--- config.mk ---
export PLATFORM = sky130hd
export DESIGN_NAME = acc_cpu
export DESIGN_NICKNAME = d
export VERILOG_FILES = /design/src/rtl/acc_cpu.sv
export SDC_FILE = /design/constraint.sdc
export NUM_CORES = 1
export LEC_CHECK = 0
export BUFFER_PORTS_ARGS = -buffer_cell sky130_fd_sc_hd__buf_2
export CAP_MARGIN = 0
export CORE_MARGIN = 3
export CORE_UTILIZATION = 50
export DETAILED_ROUTE_END_ITERATION = 6
export GPL_TIMING_DRIVEN = 0
export PLACE_DENSITY = 0.74
export SLEW_MARGIN = 20
export SYNTH_ARGS = -nofsm -noshare
export SYNTH_HDL_FRONTEND = slang
export SYNTH_SLANG_ARGS = --single-unit
--- constraint.sdc ---
create_clock -name clk -period 6.9 [get_ports clk]
set_clock_uncertainty 0.2 [all_clocks]
set_input_delay 0.69 -clock clk [delete_from_list [all_inputs] [get_ports clk]]
set_output_delay 0.69 -clock clk [all_outputs]
set_load 0.01 [all_outputs]
--- src/rtl/acc_cpu.sv ---
module acc_cpu #(
  parameter int AW = 6,
  parameter int DW = AW + 2
) (
  input  logic          clk,
  input  logic          rst_n,
  input  logic          halt,
  input  logic [DW-1:0] in_port,
  output logic [DW-1:0] out_port,
  output logic [AW-1:0] mem_addr,
  output logic [DW-1:0] mem_wdata,
  output logic          mem_we,
  input  logic [DW-1:0] mem_rdata
);
  localparam logic [AW-1:0] IO_ADDR = '1;

  typedef enum logic [1:0] {S_FETCH, S_LOAD, S_EXEC} phase_t;

  phase_t        state;
  logic [AW-1:0] pc;
  logic [DW-1:0] ir, acc, out_q;
  logic          cy;

  wire [1:0]    op      = ir[DW-1:DW-2];
  wire [AW-1:0] opa     = ir[AW-1:0];
  wire          is_io   = (opa == IO_ADDR);
  wire [DW-1:0] operand = is_io ? in_port : mem_rdata;
  wire [DW:0]   sum     = {1'b0, acc} + {1'b0, operand};

  assign mem_addr  = (state == S_FETCH) ? pc :
                     (state == S_LOAD)  ? mem_rdata[AW-1:0] : opa;
  assign mem_we    = (state == S_EXEC) && (op == 2'b10) && !is_io;
  assign mem_wdata = acc;
  assign out_port  = out_q;

  always_ff @(posedge clk or negedge rst_n) begin
    if (!rst_n) begin
      state <= S_FETCH;
      pc    <= '0;
      ir    <= '0;
      acc   <= '0;
      cy    <= 1'b0;
      out_q <= '0;
    end else begin
      unique case (state)
        S_FETCH: if (!halt) state <= S_LOAD;
        S_LOAD: begin
          ir    <= mem_rdata;
          pc    <= pc + AW'(1);
          state <= S_EXEC;
        end
        default: begin
          unique case (op)
            2'b00: acc <= ~(acc | operand);
            2'b01: {cy, acc} <= sum;
            2'b10: if (is_io) out_q <= acc;
            default: begin
              if (!cy) pc <= opa;
              cy <= 1'b0;
            end
          endcase
          state <= S_FETCH;
        end
      endcase
    end
  end


  we_in_exec_chk: assert property (@(posedge clk) disable iff (!rst_n)
    mem_we |-> $past(state) == S_LOAD);


  out_only_on_store_chk: assert property (@(posedge clk) disable iff (!rst_n)
    !$stable(out_port) |-> $past(state == S_EXEC && op == 2'b10));


  halt_hold_chk: assert property (@(posedge clk) disable iff (!rst_n)
    (state == S_FETCH && halt) |=>
      (state == S_FETCH && $stable(pc) && $stable(acc) && $stable(cy)));


  pc_step_chk: assert property (@(posedge clk) disable iff (!rst_n)
    (state == S_LOAD) |=> pc == $past(pc) + AW'(1));


  jcc_clear_chk: assert property (@(posedge clk) disable iff (!rst_n)
    (state == S_EXEC && op == 2'b11) |=> !cy);


  add_carry_chk: assert property (@(posedge clk) disable iff (!rst_n)
    (state == S_EXEC && op == 2'b01) |=>
      {cy, acc} == $past({1'b0, acc}) + $past({1'b0, operand}));
endmodule

==> out/summary.txt, run 1 <==
GRT overflow: 0
Crit. End Element: flop
Leak: 1.312 nW
Clock Sinks: 33
Crit path largest cell delay: 0.41 ns
Share of layout cells above drive strength 1: 0.2937
DR vias: 1681
Die Height: 70.61 microns
Die area: 4985 sq um
DR WL/cell: 14.18 microns
Max cap viols: 0
Finished Core Util: 0.6413
Minimum clock period: 3.196 ns
First-pass GRT wire length: 7.728 mm
CTS Buffer Depth: 2
Cts bufs inserted: 5
Worst EP arrival: 3.15 ns
# DRC: 0
Fmax achieved: 312.9 MHz
Post-Syn Area: 2087 sq um
Minimum hold slack: 0.2502 ns
Sequential Power Share: 0.379
Post-synth EDFFs: 0
# rows: 22
Yosys top cell area share: 0.3957
Clock H-tree levels: 2
Syn-to-layout area delta: 17.57%
Buf/Inv on CP: 0
Post-CTS Hold Buffers: 0
GRT Resource Usage Total: 0.1978
Comb pwr share: 0.424
Worst slew margin: 0.5155
Hold Crit Class: in -> async
Vias in the first global route: 1602
Non-Filler Instances: 317
Final Hold Fails: 0
Fin Setup TNS: 0 ns
Final setup viols: 0
CTS Root Cell: clkbuf_8
R2R Setup Slk: 3.70 ns
Top_reg_cell synth: dfrtp_1
Iter 0 DRT Violations: 132
DP Cell Count: 309
Via density: 5.303
Switching share of power: 0.3959
Critical path data required time: 6.86 ns
Total core area: 3826 sq um
Initial antenna violation count: 0
Seq cells post-synth: 33
Drt first pass iters: 4
Crit path max-delay cell type: mux2_2
RSZ-0062 raised after global routing: false
Reg2reg path depth: 10
CTS tree: yes
Final Cycle Share: 0.4631
Worst-Margin Slew: 0.7213 ns
Ant diodes: 0
Worst r2r dst: cy
Commonest cells in the netlist: 43 x nand2_1, 33 x dfrtp_1, 21 x mux2_2, 19 x inv_1, 17 x ha_1
RD Place Congestion: 0.8637
Ys async rst share: 1.000
Post-Syn Area per Cell: 9.486 sq um
Worst skew pair latency: 0.29 ns
Die X: 70.61 microns
Switching power: 0.3268 mW
Ys Warns: 0
Worst-path clk slew: 0.07 ns
Post-DRT Antenna Nets: 0
Initial core utilization: 0.5455
Final wirelength: 4.494 mm
Crit Path Class: reg -> reg
Main area contributors after synthesis: dfrtp_1 40%, mux2_2 11%, ha_1 10%, nand2_1 7.7%, o21ai_0 3.6%
Top-count cell post-synth: nand2_1
Net count, final: 305
Reg2Reg Launch Point: ir[5]
Largest net degree at the start of global routing: 34
Clock share of power: 0.197
Post-synthesis cell type count: 34
Ordered cell list for the critical path: nand4_2, nor2_2, mux2_2, ha_1, fa_1, a21o_1, a21oi_1, o21ai_0, a21oi_1, o311ai_1
Family with the most delay on the worst path: compound AO/OA/AOI/OAI gates
Pint: 0.4987 mW
Crit path to: cy
Startpoint Class: flop
Critical path's most frequent cell: a21oi_1
Synthesized instance count: 220
Cell Pwr Density: 336.5 nW/um^2
Crit-path max FO: 9
Status: finished, final reports clean
I/O pin count: 42
Port bufs: 41
Setup crit start: ir[5]
Mapped Nets: 257
Post_cts resized: 0
Number of cells on the critical path: 10
Hpwl dp: 3.325 mm
Seq/Total Area, Yosys: 0.3957
Peak VDD IR: 0.0001835 V
Area leader, netlist: dfrtp_1
Postcts setup bufs: 0
Slew Limit Fails: 0
[cell families (layout without fill, tap and decap cells)]
kind of cell / count (synthesis) / count (layout) / share of synthesized area
simple gates: 76 / 76 / 0.1853
compound gates: 36 / 36 / 0.09712
flops: 33 / 33 / 0.3957
mux: 27 / 27 / 0.1421
buf+inv: 26 / 75 / 0.05156
fa+ha+maj: 18 / 18 / 0.1115
xor+xnor: 4 / 4 / 0.01679
[flip-flops by register name, indices dropped and copies added (netlist names)]
signal     flops
pc             6
state          2
cy             1
out_port       8
ir             8
mem_wdata      8
[layer usage]
metal / track usage / vias to the layer above / wire length (microns)
li1: - / 847 / -
met1: 0.2983 / 773 / 2277
met2: 0.2775 / 59 / 1893
met3: 0.05966 / 2 / 291
met4: 0.05010 / 0 / 33
met5: 0 / - / 0
[cell usage in the layout (no fill, tap or decap), drive strengths merged, types with 3 or more instances in the layout]
master | synthesis | final
o21ai | 15 | 15
a21o | 3 | 3
a31oi | 3 | 3
nor2 | 8 | 8
clkbuf | 4 | 11
mux2i | 6 | 6
a21oi | 12 | 12
inv | 19 | 19
nand2 | 43 | 43
mux2 | 21 | 21
dfrtp | 33 | 33
nand3 | 4 | 4
ha | 17 | 17
nor3b | 6 | 6
and3 | 3 | 3
buf | 3 | 44
[final cells by class]
type,instances,area [sq um]
fillers,312,1373
multi-input cells,161,1154
flip-flops and latches,33,825.8
repair buffers,41,205.2
clock buffers,7,96.34
inverters,19,71.32
well taps,48,60.06
plain buffers,7,36.28
clock inverters,1,5.005
[worst reg2reg max path, stage by stage, from the launching register on]
cell and delay, ns:
dfrtp_1 0.39, nand4_2 0.17, nor2_2 0.40, mux2_2 0.41, ha_1 0.22, fa_1 0.41, a21o_1 0.17, a21oi_1 0.23
o21ai_0 0.18, a21oi_1 0.20, o311ai_1 0.09
[worst min path at each step]
stage	cells after the start	slack [ns]	from	endpoint
floorplan	0	0.19	rst_n	cy
global placement	2	0.27	cy	cy
detailed placement	2	0.27	cy	cy
CTS	1	0.28	rst_n	mem_wdata[5]
global route	1	0.31	rst_n	mem_wdata[1]
finish	1	0.25	rst_n	mem_wdata[0]
[power by group through the flow]
stage	combinational (mW)	sequential, mW	clock (mW)
after floorplan	0.242	0.312	0
after global placement	0.340	0.314	0
after detailed placement	0.348	0.316	0
after CTS	0.351	0.312	0.164
after global routing	0.400	0.326	0.174
final	0.350	0.313	0.163
[through the flow]
stage / total power [mW] / cell area (sq um) / worst slack [ns]
after floorplan: 0.5547 / 2087 / 4.066
after global placement: 0.6537 / 2352 / 3.749
after detailed placement: 0.6637 / 2352 / 3.735
after CTS: 0.8269 / 2454 / 3.716
after global routing: 0.8995 / 2454 / 3.517
final: 0.8255 / 2454 / 3.704
Note: power is estimated with default switching activity, not from simulation.
==> run 2, diff against run 1 <==
--- a/config.mk
+++ b/config.mk
@@ -8,10 +8,10 @@
 export BUFFER_PORTS_ARGS = -buffer_cell sky130_fd_sc_hd__buf_2
 export CAP_MARGIN = 0
 export CORE_MARGIN = 3
-export CORE_UTILIZATION = 50
+export CORE_UTILIZATION = 49
 export DETAILED_ROUTE_END_ITERATION = 6
 export GPL_TIMING_DRIVEN = 0
-export PLACE_DENSITY = 0.74
+export PLACE_DENSITY = 0.75
 export SLEW_MARGIN = 20
 export SYNTH_ARGS = -nofsm -noshare
 export SYNTH_HDL_FRONTEND = slang
==> constraint.sdc (replaced) <==
create_clock -name clk -period 2.7 [get_ports clk]
set_clock_uncertainty 0.2 [all_clocks]
set_input_delay 0.27 -clock clk [delete_from_list [all_inputs] [get_ports clk]]
set_output_delay 0.27 -clock clk [all_outputs]
set_load 0.01 [all_outputs]
==> out/summary.txt, run 2 (synthesized netlist as in run 1, its figures left out) <==
Worst slew margin: 0.4953 (was 0.5155)
Iter 0 DRT Violations: 160 (was 132)
Failing checks: setup timing
Hpwl dp: 3.429 mm (was 3.325 mm)
Total core area: 4058 sq um (was 3826 sq um)
Slew Limit Fails: 0 (unchanged)
Worst EP arrival: 2.73 ns (was 3.15 ns)
Setup slack after layout: -0.02746 ns (was 3.704 ns)
Final wirelength: 5.188 mm (was 4.494 mm)
GRT overflow: 0 (unchanged)
Buf/Inv on CP: 0 (unchanged)
Hold Crit Class: in -> reg (was in -> async)
Final Hold Fails: 0 (unchanged)
Via density: 5.468 (was 5.303)
Cts bufs inserted: 5 (unchanged)
Footprint of the multi-input gates: 1326 sq um (was 1154 sq um)
Sequential Power Share: 0.352 (was 0.379)
Ordered cell list for the critical path: nand4_4, nor2_4, mux2_4, ha_4, fa_2, a21o_1, a21oi_2, o21ai_2, xnor2_1, o21ai_1 (was nand4_2, nor2_2, mux2_2, ha_1, fa_1, a21o_1, a21oi_1, o21ai_0, a21oi_1, o311ai_1)
Switching power: 0.9526 mW (was 0.3268 mW)
Clock H-tree levels: 2 (unchanged)
Reg2Reg Launch Point: ir[5] (unchanged)
CTS tree: yes (unchanged)
Peak VDD IR: 0.0004006 V (was 0.0001835 V)
Initial antenna violation count: 0 (unchanged)
Final setup viols: 2 (was 0)
Ant diodes: 0 (unchanged)
Minimum hold slack: 0.02353 ns (was 0.2502 ns)
Non-Filler Instances: 333 (was 317)
Family with the most delay on the worst path: compound AO/OA/AOI/OAI gates (unchanged)
# DRC: 0 (unchanged)
Max cap viols: 0 (unchanged)
Worst-path clk slew: 0.07 ns (about the same)
Worst-Margin Slew: 0.7570 ns (was 0.7213 ns)
Vias in the first global route: 1705 (was 1602)
Clock share of power: 0.161 (was 0.197)
Drt first pass iters: 4 (unchanged)
DR WL/cell: 15.58 microns (was 14.18 microns)
Fillers: 339 (was 312)
Most frequent cells in the layout: 43 x buf_2, 41 x nand2_1, 33 x dfrtp_1 (was 43 x nand2_1, 43 x buf_2, 33 x dfrtp_1)
DR vias: 1821 (was 1681)
CTS Root Cell: clkbuf_8 (unchanged)
Port bufs: 41 (unchanged)
Seq. cell area: 825.8 sq um (unchanged)
HP Start: mem_rdata[1]
Final Cycle Share: 1.010 (was 0.4631)
Cell Pwr Density: 850.8 nW/um^2 (was 336.5 nW/um^2)
Die area: 5078 sq um (was 4985 sq um)
Fmax achieved: 366.6 MHz (was 312.9 MHz)
Pint: 1.379 mW (was 0.4987 mW)
Crit. End Element: flop (unchanged)
Syn-to-layout area delta: 31.30% (was 17.57%)
Post-DRT Antenna Nets: 0 (unchanged)
Worst skew pair latency: 0.28 ns (was 0.29 ns)
Crit-path max FO: 4 (was 9)
GRT Resource Usage Total: 0.1964 (was 0.1978)
Switching share of power: 0.4086 (was 0.3959)
Crit path max-delay cell type: dfrtp_1 (was mux2_2)
CTS Buffer Depth: 2 (unchanged)
Setup crit start: ir[5] (unchanged)
Crit Path Class: reg -> reg (unchanged)
Critical path data required time: 2.70 ns (was 6.86 ns)
Startpoint Class: flop (unchanged)
First-pass GRT wire length: 7.928 mm (was 7.728 mm)
Initial core utilization: 0.5143 (was 0.5455)
Die X: 71.26 microns (was 70.61 microns)
# rows: 23 (was 22)
Crit path largest cell delay: 0.41 ns (about the same)
I/O pin count: 42 (unchanged)
Status: complete, but fails checks (was finished, final reports clean)
Comb pwr share: 0.488 (was 0.424)
Share of layout cells above drive strength 1: 0.3816 (was 0.2937)
Largest net degree at the start of global routing: 34 (unchanged)
Clock Sinks: 33 (unchanged)
RD Place Congestion: 0.8869 (was 0.8637)
Net count, final: 320 (was 305)
Minimum clock period: 2.727 ns (was 3.196 ns)
Leak: 1.393 nW (was 1.312 nW)
DP Cell Count: 311 (was 309)
Most common cell after layout, fill and taps aside: buf_2
RSZ-0062 raised after global routing: true (was false)
Die Height: 71.26 microns (was 70.61 microns)
==> run 2: changes by cell type in the layout (fill, tap and decap cells not counted), moves of 3 or more <==
| cell | before | now |
|---|---|---|
| buf_4 | 0 | 10 |
| a21oi_1 | 12 | 8 |
| mux2_2 | 21 | 17 |
| ha_1 | 17 | 10 |
| mux2_4 | 0 | 4 |
| a21oi_2 | 0 | 4 |
| dlygate4sd3_1 | 0 | 4 |
| ha_4 | 0 | 7 |
| o21ai_0 | 15 | 12 |
==> run 2: final timing paths <==
kind,end,depth (start not counted),slack [ns]
setup / recovery,mem_wdata[6],10,-0.03
hold / removal,ir[1],3,0.02
setup reg to reg,mem_wdata[6],10,-0.03
hold reg to reg,cy,2,0.30
max in group asynchronous,mem_wdata[0],2,1.42
min in group asynchronous,ir[5],2,0.39
==> run 2: power groups by stage <==
stage | Clock [mW] | Combinational, mW | Sequential [mW]
floorplan | 0 | 0.630 | 0.805
global placement | 0 | 0.875 | 0.811
detailed placement | 0 | 0.906 | 0.817
CTS | 0.383 | 0.954 | 0.810
global route | 0.410 | 1.25 | 0.845
finish | 0.374 | 1.14 | 0.820
==> run 2: final cells by class <==
class | count | share of cell area
plain buffers | 7 | 0.01324
clock buffers | 7 | 0.03151
inverters | 19 | 0.02603
multi-input cells | 161 | 0.4840
flip-flops and latches | 33 | 0.3014
well taps | 50 | 0.02283
repair buffers | 56 | 0.1210
==> run 2: repair_timing <==
item | in CTS | in global routing
endpoints found under the setup margin | 4 | 5
setup buffers | 5 | 6
pin swaps | 2 | 10
hold endpoints to repair | 36 | 0
hold buffers | 4 | 0
gates resized for setup | 6 | 26
==> run 2: per-layer routing <==
| layer | up-vias | GRT usage | wire length (microns) |
|---|---|---|---|
| met5 | - | 0 | 0 |
| met3 | 8 | 0.03647 | 262 |
| met2 | 54 | 0.3153 | 2611 |
| met1 | 882 | 0.2723 | 2239 |
| met4 | 0 | 0.05637 | 74 |
| li1 | 877 | - | - |
==> run 2: tightest hold or removal path, delay by kind of cell <==
family	cells	cell delay, ns
AND/OR/NAND/NOR	2	0.10
buffers and inverters	1	0.09
==> run 2: metrics by stage <==
step                      power, mW  cell area, sq um  utilization  setup WS (ns)  TNS [ns]
after floorplan               1.434              2105            -       0.007957         0
after global placement        1.685              2372       0.5846        -0.2267   -0.5631
after detailed placement      1.723              2372       0.5846        -0.2679   -0.7332
after CTS                     2.147              2551       0.6287       0.006372         0
after global routing          2.507              2740       0.6753        -0.1026   -0.3023
final                         2.331              2740       0.6753       -0.02746  -0.04777
